### src/rtl/pirq_pkg.sv
`timescale 1ns/1ps
package pirq_pkg;

    typedef enum logic [1:0] {
        ST_IDLE      = 2'd0,
        ST_PEND      = 2'd1,
        ST_WAIT      = 2'd2,
        ST_WAIT_PEND = 2'd3
    } pirq_state_e;

endpackage

### src/rtl/pirq_counter.sv
`timescale 1ns/1ps
module pirq_counter #(
    parameter int PERIOD = 1000
) (
    input  logic clk_i,
    input  logic rst_i,
    output logic tick_o
);
    localparam int CNT_W = (PERIOD > 1) ? $clog2(PERIOD) : 1;
    localparam logic [CNT_W-1:0] LAST = CNT_W'(PERIOD - 1);

    logic [CNT_W-1:0] cnt_q;

    assign tick_o = (cnt_q == LAST);

    always_ff @(posedge clk_i) begin
        if (rst_i) begin
            cnt_q <= '0;
        end else if (tick_o) begin
            cnt_q <= '0;
        end else begin
            cnt_q <= cnt_q + 1'b1;
        end
    end


    cnt_reset_chk: assert property (@(posedge clk_i) rst_i |=> cnt_q == '0);


    cnt_range_chk: assert property (@(posedge clk_i) disable iff (rst_i) cnt_q <= LAST);


    cnt_wrap_chk: assert property (@(posedge clk_i) disable iff (rst_i)
        tick_o |=> cnt_q == '0);


    cnt_step_chk: assert property (@(posedge clk_i) disable iff (rst_i)
        !tick_o |=> cnt_q == $past(cnt_q) + 1'b1);

endmodule

### src/rtl/pirq_ctrl.sv
`timescale 1ns/1ps
module pirq_ctrl
    import pirq_pkg::*;
(
    input  logic clk_i,
    input  logic rst_i,
    input  logic tick_i,
    input  logic bnd_i,
    input  logic ack_i,
    output logic pend_o,
    output logic take_o
);
    pirq_state_e state_q;
    pirq_state_e state_d;

    // state register
    always_ff @(posedge clk_i) begin
        if (rst_i) begin
            state_q <= ST_IDLE;
        end else begin
            state_q <= state_d;
        end
    end

    // transitions
    always_comb begin
        state_d = state_q;
        unique case (state_q)
            ST_IDLE: begin
                if (tick_i) state_d = ST_PEND;                        // expire
            end
            ST_PEND: begin
                if (bnd_i) state_d = tick_i ? ST_WAIT_PEND : ST_WAIT;  // take / take_expire
            end                                                        // else hold
            ST_WAIT: begin
                if (ack_i) state_d = tick_i ? ST_PEND : ST_IDLE;       // release_expire / release
                else if (tick_i) state_d = ST_WAIT_PEND;               // late_expire
            end
            ST_WAIT_PEND: begin
                if (ack_i) state_d = ST_PEND;                          // release_pending
            end
            default: state_d = ST_IDLE;
        endcase
    end

    // outputs
    always_comb begin
        pend_o = 1'b0;
        take_o = 1'b0;
        unique case (state_q)
            ST_IDLE:      ;
            ST_PEND: begin
                pend_o = 1'b1;
                take_o = bnd_i;
            end
            ST_WAIT:      ;
            ST_WAIT_PEND: pend_o = 1'b1;
            default:      ;
        endcase
    end


    pend_reset_chk: assert property (@(posedge clk_i) rst_i |=> !pend_o);


    expiry_sets_chk: assert property (@(posedge clk_i) disable iff (rst_i)
        tick_i |=> pend_o);


    take_needs_pend_chk: assert property (@(posedge clk_i) disable iff (rst_i)
        take_o |-> pend_o);


    take_single_chk: assert property (@(posedge clk_i) disable iff (rst_i)
        take_o |=> !take_o);


    pend_drop_chk: assert property (@(posedge clk_i) disable iff (rst_i)
        $fell(pend_o) |-> ($past(take_o) || $past(rst_i)));

endmodule

### src/rtl/periodic_irq_gen.sv
`timescale 1ns/1ps
module periodic_irq_gen #(
    parameter int PERIOD = 1000
) (
    input  logic clk_i,
    input  logic rst_i,
    input  logic instr_last_i,
    input  logic entry_ack_i,
    output logic irq_pend_o,
    output logic irq_take_o
);
    logic tick;

    pirq_counter #(
        .PERIOD (PERIOD)
    ) u_counter (
        .clk_i  (clk_i),
        .rst_i  (rst_i),
        .tick_o (tick)
    );

    pirq_ctrl u_ctrl (
        .clk_i  (clk_i),
        .rst_i  (rst_i),
        .tick_i (tick),
        .bnd_i  (instr_last_i),
        .ack_i  (entry_ack_i),
        .pend_o (irq_pend_o),
        .take_o (irq_take_o)
    );

endmodule

### config.mk
export PLATFORM = sky130hd
export DESIGN_NAME = periodic_irq_gen
export DESIGN_NICKNAME = d
export VERILOG_FILES = /design/src/rtl/pirq_pkg.sv /design/src/rtl/pirq_counter.sv /design/src/rtl/pirq_ctrl.sv /design/src/rtl/periodic_irq_gen.sv
export SDC_FILE = /design/constraint.sdc
export NUM_CORES = 1
export LEC_CHECK = 0
export ABC_CLOCK_PERIOD_IN_PS = 5700
export BUFFER_PORTS_ARGS = -buffer_cell sky130_fd_sc_hd__buf_2
export CAP_MARGIN = 25
export CORE_MARGIN = 2
export CORE_UTILIZATION = 40
export DETAILED_ROUTE_END_ITERATION = 10
export SLEW_MARGIN = 25
export SYNTH_ARGS = -nofsm -noshare
export SYNTH_HDL_FRONTEND = slang
export SYNTH_SLANG_ARGS = --single-unit
### constraint.sdc
create_clock -name clk_i -period 5.7 [get_ports clk_i]
set_input_delay 0.285 -clock clk_i [delete_from_list [all_inputs] [get_ports clk_i]]
set_output_delay 0.285 -clock clk_i [all_outputs]
set_load 0.02 [all_outputs]
==> reports/results.tsv, run 1 <==
stage	metric	value	unit
status	status	finished, final reports clean	
synth	ys_seq_area_share	38.71	%
clock_tree	cts_tree	done	
floorplanning	std_cell_rows	14	
synth	netlist_instances	73	
synth	synth_common_cells	nor2_1, dfxtp_1, nand2_1	
worst_setup_path	r2r_start	u_counter.cnt_q[0]$_SDFF_PP0_	
synth	yosysUniqueCellTypes	25	
worst_setup_path	crit_path_start_kind	flop	
synth	ys_warn_count	0	
clock_tree	cts_setup_buffers	0	
synth	yosys-mux-area-fraction	1.613	%
worst_setup_path	regToRegSetupSlack	3700	ps
drt	first_iter_violations	11	
drt	drc_errors	0	
clock_tree	cts_resized	0	
global_routing	grt_pass1_wl	1.945	mm
final_layout	fin_nets	91	
synth	synth.most_common_cell	nor2_1	
synth	synthAdderAreaFrac	10.08	%
worst_setup_path	critPathKind	reg2reg	
drt	wl_met2	512	um
synth	syn_area	620.6	sq um
run	maxCapViolCount	0	
synth	synth-async-reset-ratio	0	%
sta	skew	2.872	ps
power	pwr_density_cell	259.4	nW/um^2
clock_tree	cts_made_buffers	3	
drt	drt-total-wl	1.100	mm
power	p_leak	0.2705	nW
clock_tree	cts_max_level	1	
final_layout	post-route-util	47.36	%
synth	synth_edf_count	0	
synth	synth_top_cell_by_area	dfxtp_1	
worst_setup_path	end_kind	flop	
sta	drv_slew	0	
drt	ant_nets	0	
sta	rsz0062_at_grt	no	
synth	synth_xor_area_share	11.29	%
worst_hold_path	worstHoldStart	rst_i	
sta	hold_violations	0	
synth	synthTopCellsByArea	dfxtp_1, ha_1, nor2_1, xnor2_1, nand2_1	
drt	routedWlPerCell	11.34	um
drt	wirelength_met1	509	um
worst_setup_path	crit_arrival	2190	ps
floorplanning	dieHeight	43.39	um
worst_setup_path	worstPathRequired	5900	ps
synth	avgSynthCellArea	8.501	sq um
sta	slew-limit-headroom	80.19	%
floorplanning	die_area	1883	sq um
sta	fin_setup_tns	0	ps
global_routing	grt_usage	14.56	%
final_layout	drive_above_1_share	16.05	%
worst_setup_path	path_max_fanout	5	
sta	period_share	35.04	%
drt	routed_via_density	5.082	
drt	vias	493	
sta	max_freq	500.6	MHz
clock_tree	cts-root-buf	clkbuf_4	
final_layout	n_antenna_cell	0	
global_routing	grt_pass1_vias	455	
placed_design	dp_hpwl	826.6	um
sta	finalSetupViolations	0	
worst_hold_path	hold-path-endpoint	u_counter.cnt_q[2]$_SDFF_PP0_	
final_layout	syn2layout_area_growth	12.30	%
synth	synth-simple-area-share	26.61	%
floorplanning	num_io_pins	6	
synth	synth_compound_area_share	8.468	%
synth	ys_ff_latch	12	
clock_tree	cts.sinks	12	
global_routing	gr-total-overflow	0	
drt	wl_met3	43	um
global_routing	antenna_found_initial	0	
floorplanning	coreArea	1471	sq um
synth	synth_top_family_by_area	simple AND/OR/NAND/NOR gates	
worst_setup_path	worstRegToRegCells	5	
synth	syn_nets	82	
placed_design	gp_congestion	0.7805	
synth	yosys.area.top_type_share	38.71	%
worst_hold_path	whs_path_depth	2	
worst_hold_path	hp-class	in2reg	
sta	worstMarginPinSlew	294.5	ps
global_routing	grt_max_degree	9	
clock_tree	path_clk_slew	80	ps
drt	firstDrtPassIters	4	
synth	synth_top_flop_cell	dfxtp_1	
worst_setup_path	rr_endpoint	u_ctrl.state_q[1]$_SDFFE_PP0P_	
clock_tree	cts_hold_buf	0	
floorplanning	initial_core_util	42.18	%
drt	highest_layer	met4	
sta	fin_crit	1997	ps
power	ir_worst_vdd	0.1077	mV
placed_design	io_buffer_count	5	
clock_tree	clockBufferDepth	2	
floorplanning	die_w	43.39	um
clock_tree	clock_latency	280	ps
area by class of cell:
class | count | area [sq um]
Clock buffer | 4 | 36.28
Fill cell | 150 | 774.5
Tap cell | 16 | 20.02
Inverter | 4 | 15.01
Multi-Input combinational cell | 56 | 360.3
Timing Repair Buffer | 5 | 25.02
Sequential cell | 12 | 240.2
report_power, final:
part	total [mW]	switching (mW)	internal (mW)	leakage, nW
clock	0.0682	0.0293	0.0389	0.0210
combinational	0.0229	0.0126	0.0103	0.152
sequential	0.0898	0.00306	0.0867	0.0974
flip-flops by register name, indices dropped and copies added (netlist names):
| register | cells |
|---|---|
| u_ctrl.state_q | 2 |
| u_counter.cnt_q | 10 |
metal layers:
metal,GRT usage [%],vias up
met5,0,-
met4,10.91,0
met3,3.750,4
met2,21.79,10
met1,17.94,221
li1,-,258
logic make-up after synthesis:
group                      Yosys count
AOI/OAI and AO/OA                    7
DFF                                 12
muxes                                1
and+or+nand+nor                     35
adders and majority gates            5
buffers and inverters                5
xor gates and xnor gates             8
through the flow:
| stage | instances | power, mW | area [sq um] | hold slack [ps] | setup WS [ps] |
|---|---|---|---|---|---|
| after global placement | 93 | 0.1146 | 660.6 | 444.9 | 3764 |
| after global routing | 97 | 0.1910 | 696.9 | 223.4 | 3594 |
| final | 97 | 0.1808 | 696.9 | 209.2 | 3703 |
| after floorplan | 73 | 0.1078 | 620.6 | 357.4 | 3793 |
| after detailed placement | 93 | 0.1150 | 660.6 | 454.5 | 3716 |
| after CTS | 97 | 0.1825 | 696.9 | 209.3 | 3700 |
critical path: stages (launching register included):
cell and delay [ps]:
dfxtp_1 370, ha_1 230, or3b_1 340, or4_1 510, a2111o_1 400, o31ai_1 60
worst max path at each step:
stage / from / to / slack [ps] / depth (start not counted)
after floorplan: u_counter.cnt_q[0]$_SDFF_PP0_ / u_ctrl.state_q[1]$_SDFFE_PP0P_ / 3790 / 6
after global placement: u_counter.cnt_q[0]$_SDFF_PP0_ / u_ctrl.state_q[1]$_SDFFE_PP0P_ / 3760 / 5
after detailed placement: u_counter.cnt_q[0]$_SDFF_PP0_ / u_ctrl.state_q[1]$_SDFFE_PP0P_ / 3720 / 5
after CTS: u_counter.cnt_q[0]$_SDFF_PP0_ / u_ctrl.state_q[1]$_SDFFE_PP0P_ / 3700 / 5
after global routing: u_counter.cnt_q[0]$_SDFF_PP0_ / u_ctrl.state_q[1]$_SDFFE_PP0P_ / 3590 / 5
final: u_counter.cnt_q[0]$_SDFF_PP0_ / u_ctrl.state_q[1]$_SDFFE_PP0P_ / 3700 / 5
cell usage in the layout (no fill, tap or decap), types with 2 or more instances in the layout:
master,instances
o21ai_0,2
buf_2,5
inv_1,4
or2_2,2
nor2_1,14
xnor2_1,6
clkbuf_4,3
xor2_1,2
nand2_1,7
dfxtp_1,12
nor3_1,2
nand3_1,3
ha_1,5
No activity file was read; power rests on OpenSTA's default activity.
==> inputs of run 2 (changes only) <==
Settings changed: ABC_CLOCK_PERIOD_IN_PS 5700 to 2000.
Clock period 5.7 ns to 2 ns, I/O delays scaled along.
==> reports/results.tsv, run 2 (same netlist as run 1, synthesis figures left out) <==
stage	metric	value	unit
status	status	finished, final reports clean	
sta	finalSetupViolations	0	
final_layout	post-route-util	48.64	%
clock_tree	cts_max_level	1	
worst_setup_path	crit_path_start_kind	flop	
clock_tree	cts_setup_buffers	0	
sta	period_share	92.40	%
sta	slew-limit-headroom	76.48	%
final_layout	fin_nets	93	
drt	drt-total-wl	1.201	mm
sta	max_freq	541.1	MHz
clock_tree	cts.sinks	12	
clock_tree	cts-root-buf	clkbuf_4	
final_layout	regMostFlops	u_counter.cnt_q	
sta	worstMarginPinSlew	349.5	ps
power	p_leak	0.2826	nW
clock_tree	cts_made_buffers	3	
global_routing	grt_pass1_vias	493	
global_routing	grt_usage	16.22	%
worst_hold_path	hp-class	in2reg	
floorplanning	die_w	43.39	um
run	maxCapViolCount	0	
global_routing	gr-total-overflow	0	
floorplanning	initial_core_util	42.18	%
floorplanning	std_cell_rows	14	
sta	fin_setup_tns	0	ps
worst_setup_path	critical_path_buf_inv_count	0	
drt	vias	503	
floorplanning	num_io_pins	6	
placed_design	gp_congestion	0.8060	
clock_tree	clock_latency	270	ps
final_layout	n_antenna_cell	0	
global_routing	grt_max_degree	9	
final_layout	largest_register_ffs	10	
clock_tree	path_clk_slew	80	ps
drt	firstDrtPassIters	2	
sta	hold_violations	0	
placed_design	io_buffer_count	5	
sta	rsz0062_at_grt	no	
sta	skew	3.742	ps
floorplanning	dieHeight	43.39	um
floorplanning	coreArea	1471	sq um
floorplanning	die_area	1883	sq um
global_routing	antenna_found_initial	0	
worst_setup_path	path_max_fanout	5	
final_layout	fillerInstances	167	
final_layout	syn2layout_area_growth	15.32	%
final_layout	mostFrequentLayoutCells	nor2_1, dfxtp_1, nand2_1, xnor2_1	
worst_setup_path	worstPathRequired	2190	ps
worst_setup_path	crit_arrival	2030	ps
worst_setup_path	end_kind	flop	
final_layout	drive_above_1_share	19.28	%
drt	ant_nets	0	
final_layout	layout_commonest_cell	nor2_1	
sta	fin_crit	1848	ps
clock_tree	cts_tree	done	
worst_setup_path	critPathKind	reg2reg	
clock_tree	clockBufferDepth	2	
worst_setup_path	slowest_stage	or4_4	
worst_setup_path	cp_top_family	simple AND/OR/NAND/NOR gates	
power	ir_worst_vdd	0.3731	mV
placed_design	dp_hpwl	906.4	um
power	pwr_density_cell	723.4	nW/um^2
worst_setup_path	slowest_delay	460	ps
drt	routedWlPerCell	12.13	um
final_layout	reg_top3	u_counter.cnt_q x10, u_ctrl.state_q x2	
worst_setup_path	cp_cell_sequence	ha_1 -> or3b_1 -> or4_4 -> a2111o_1 -> o31ai_1	
drt	routed_via_density	5.081	
sta	drv_slew	0	
drt	drc_errors	0	
drt	first_iter_violations	6	
global_routing	grt_pass1_wl	2.173	mm
run 2: worst paths after layout:
| path | start | end | slack (ps) | depth (start not counted) |
|---|---|---|---|---|
| worst min register to register | u_counter.cnt_q[0]$_SDFF_PP0_ | u_counter.cnt_q[0]$_SDFF_PP0_ | 520 | 2 |
| worst max register to register | u_counter.cnt_q[1]$_SDFF_PP0_ | u_ctrl.state_q[1]$_SDFFE_PP0P_ | 150 | 5 |
| worst max-delay path | u_counter.cnt_q[1]$_SDFF_PP0_ | u_ctrl.state_q[1]$_SDFFE_PP0P_ | 150 | 5 |
| worst min-delay path | rst_i | u_counter.cnt_q[2]$_SDFF_PP0_ | 20 | 2 |
run 2: final cells by class:
cell class                 instances  area [sq um]  share of cell area, %
sequential                        12         240.2                  33.57
tap                               16         20.02                  2.797
clock buffer                       4         36.28                  5.070
multi-input combinational         56         364.1                  50.87
timing repair buffer               7         40.04                  5.594
inverter                           4         15.01                  2.098
run 2: through the flow:
| stage | instance area, sq um | power [mW] | worst slack (ps) | hold WS, ps | cells |
|---|---|---|---|---|---|
| after floorplan | 620.6 | 0.3072 | 93.16 | 172.4 | 73 |
| after global placement | 675.6 | 0.3295 | 170.2 | 312.2 | 95 |
| after detailed placement | 675.6 | 0.3299 | 101.5 | 316.9 | 95 |
| after CTS | 711.9 | 0.5272 | 93.73 | 17.19 | 99 |
| after global routing | 715.7 | 0.5493 | 60.16 | 30.29 | 99 |
| final | 715.7 | 0.5178 | 152.0 | 24.96 | 99 |
run 2: timing repair:
| item | CTS | global route |
|---|---|---|
| hold buffers | 0 | 0 |
| setup endpoints to repair | 0 | 1 |
| gates resized for setup | 0 | 1 |
run 2: per-layer routing:
layer	part of all wire [%]	vias up	track usage (%)
met3	4.0	2	7.500
met4	0.75	0	3.636
met1	42	231	17.71
li1	-	265	-
met2	53	5	28.66
met5	0	-	0
run 2: worst register-to-register path, stage by stage, from the launching register on:
cell      delay [ps]
dfxtp_1          360
ha_1             170
or3b_1           340
or4_4            460
a2111o_1         370
o31ai_1           70
run 2: where the power goes:
part	internal, mW	leakage, nW	switching (mW)	total, mW
logic	0.0319	0.164	0.0370	0.0689
clock network	0.111	0.0210	0.0823	0.193
registers	0.247	0.0974	0.00882	0.256
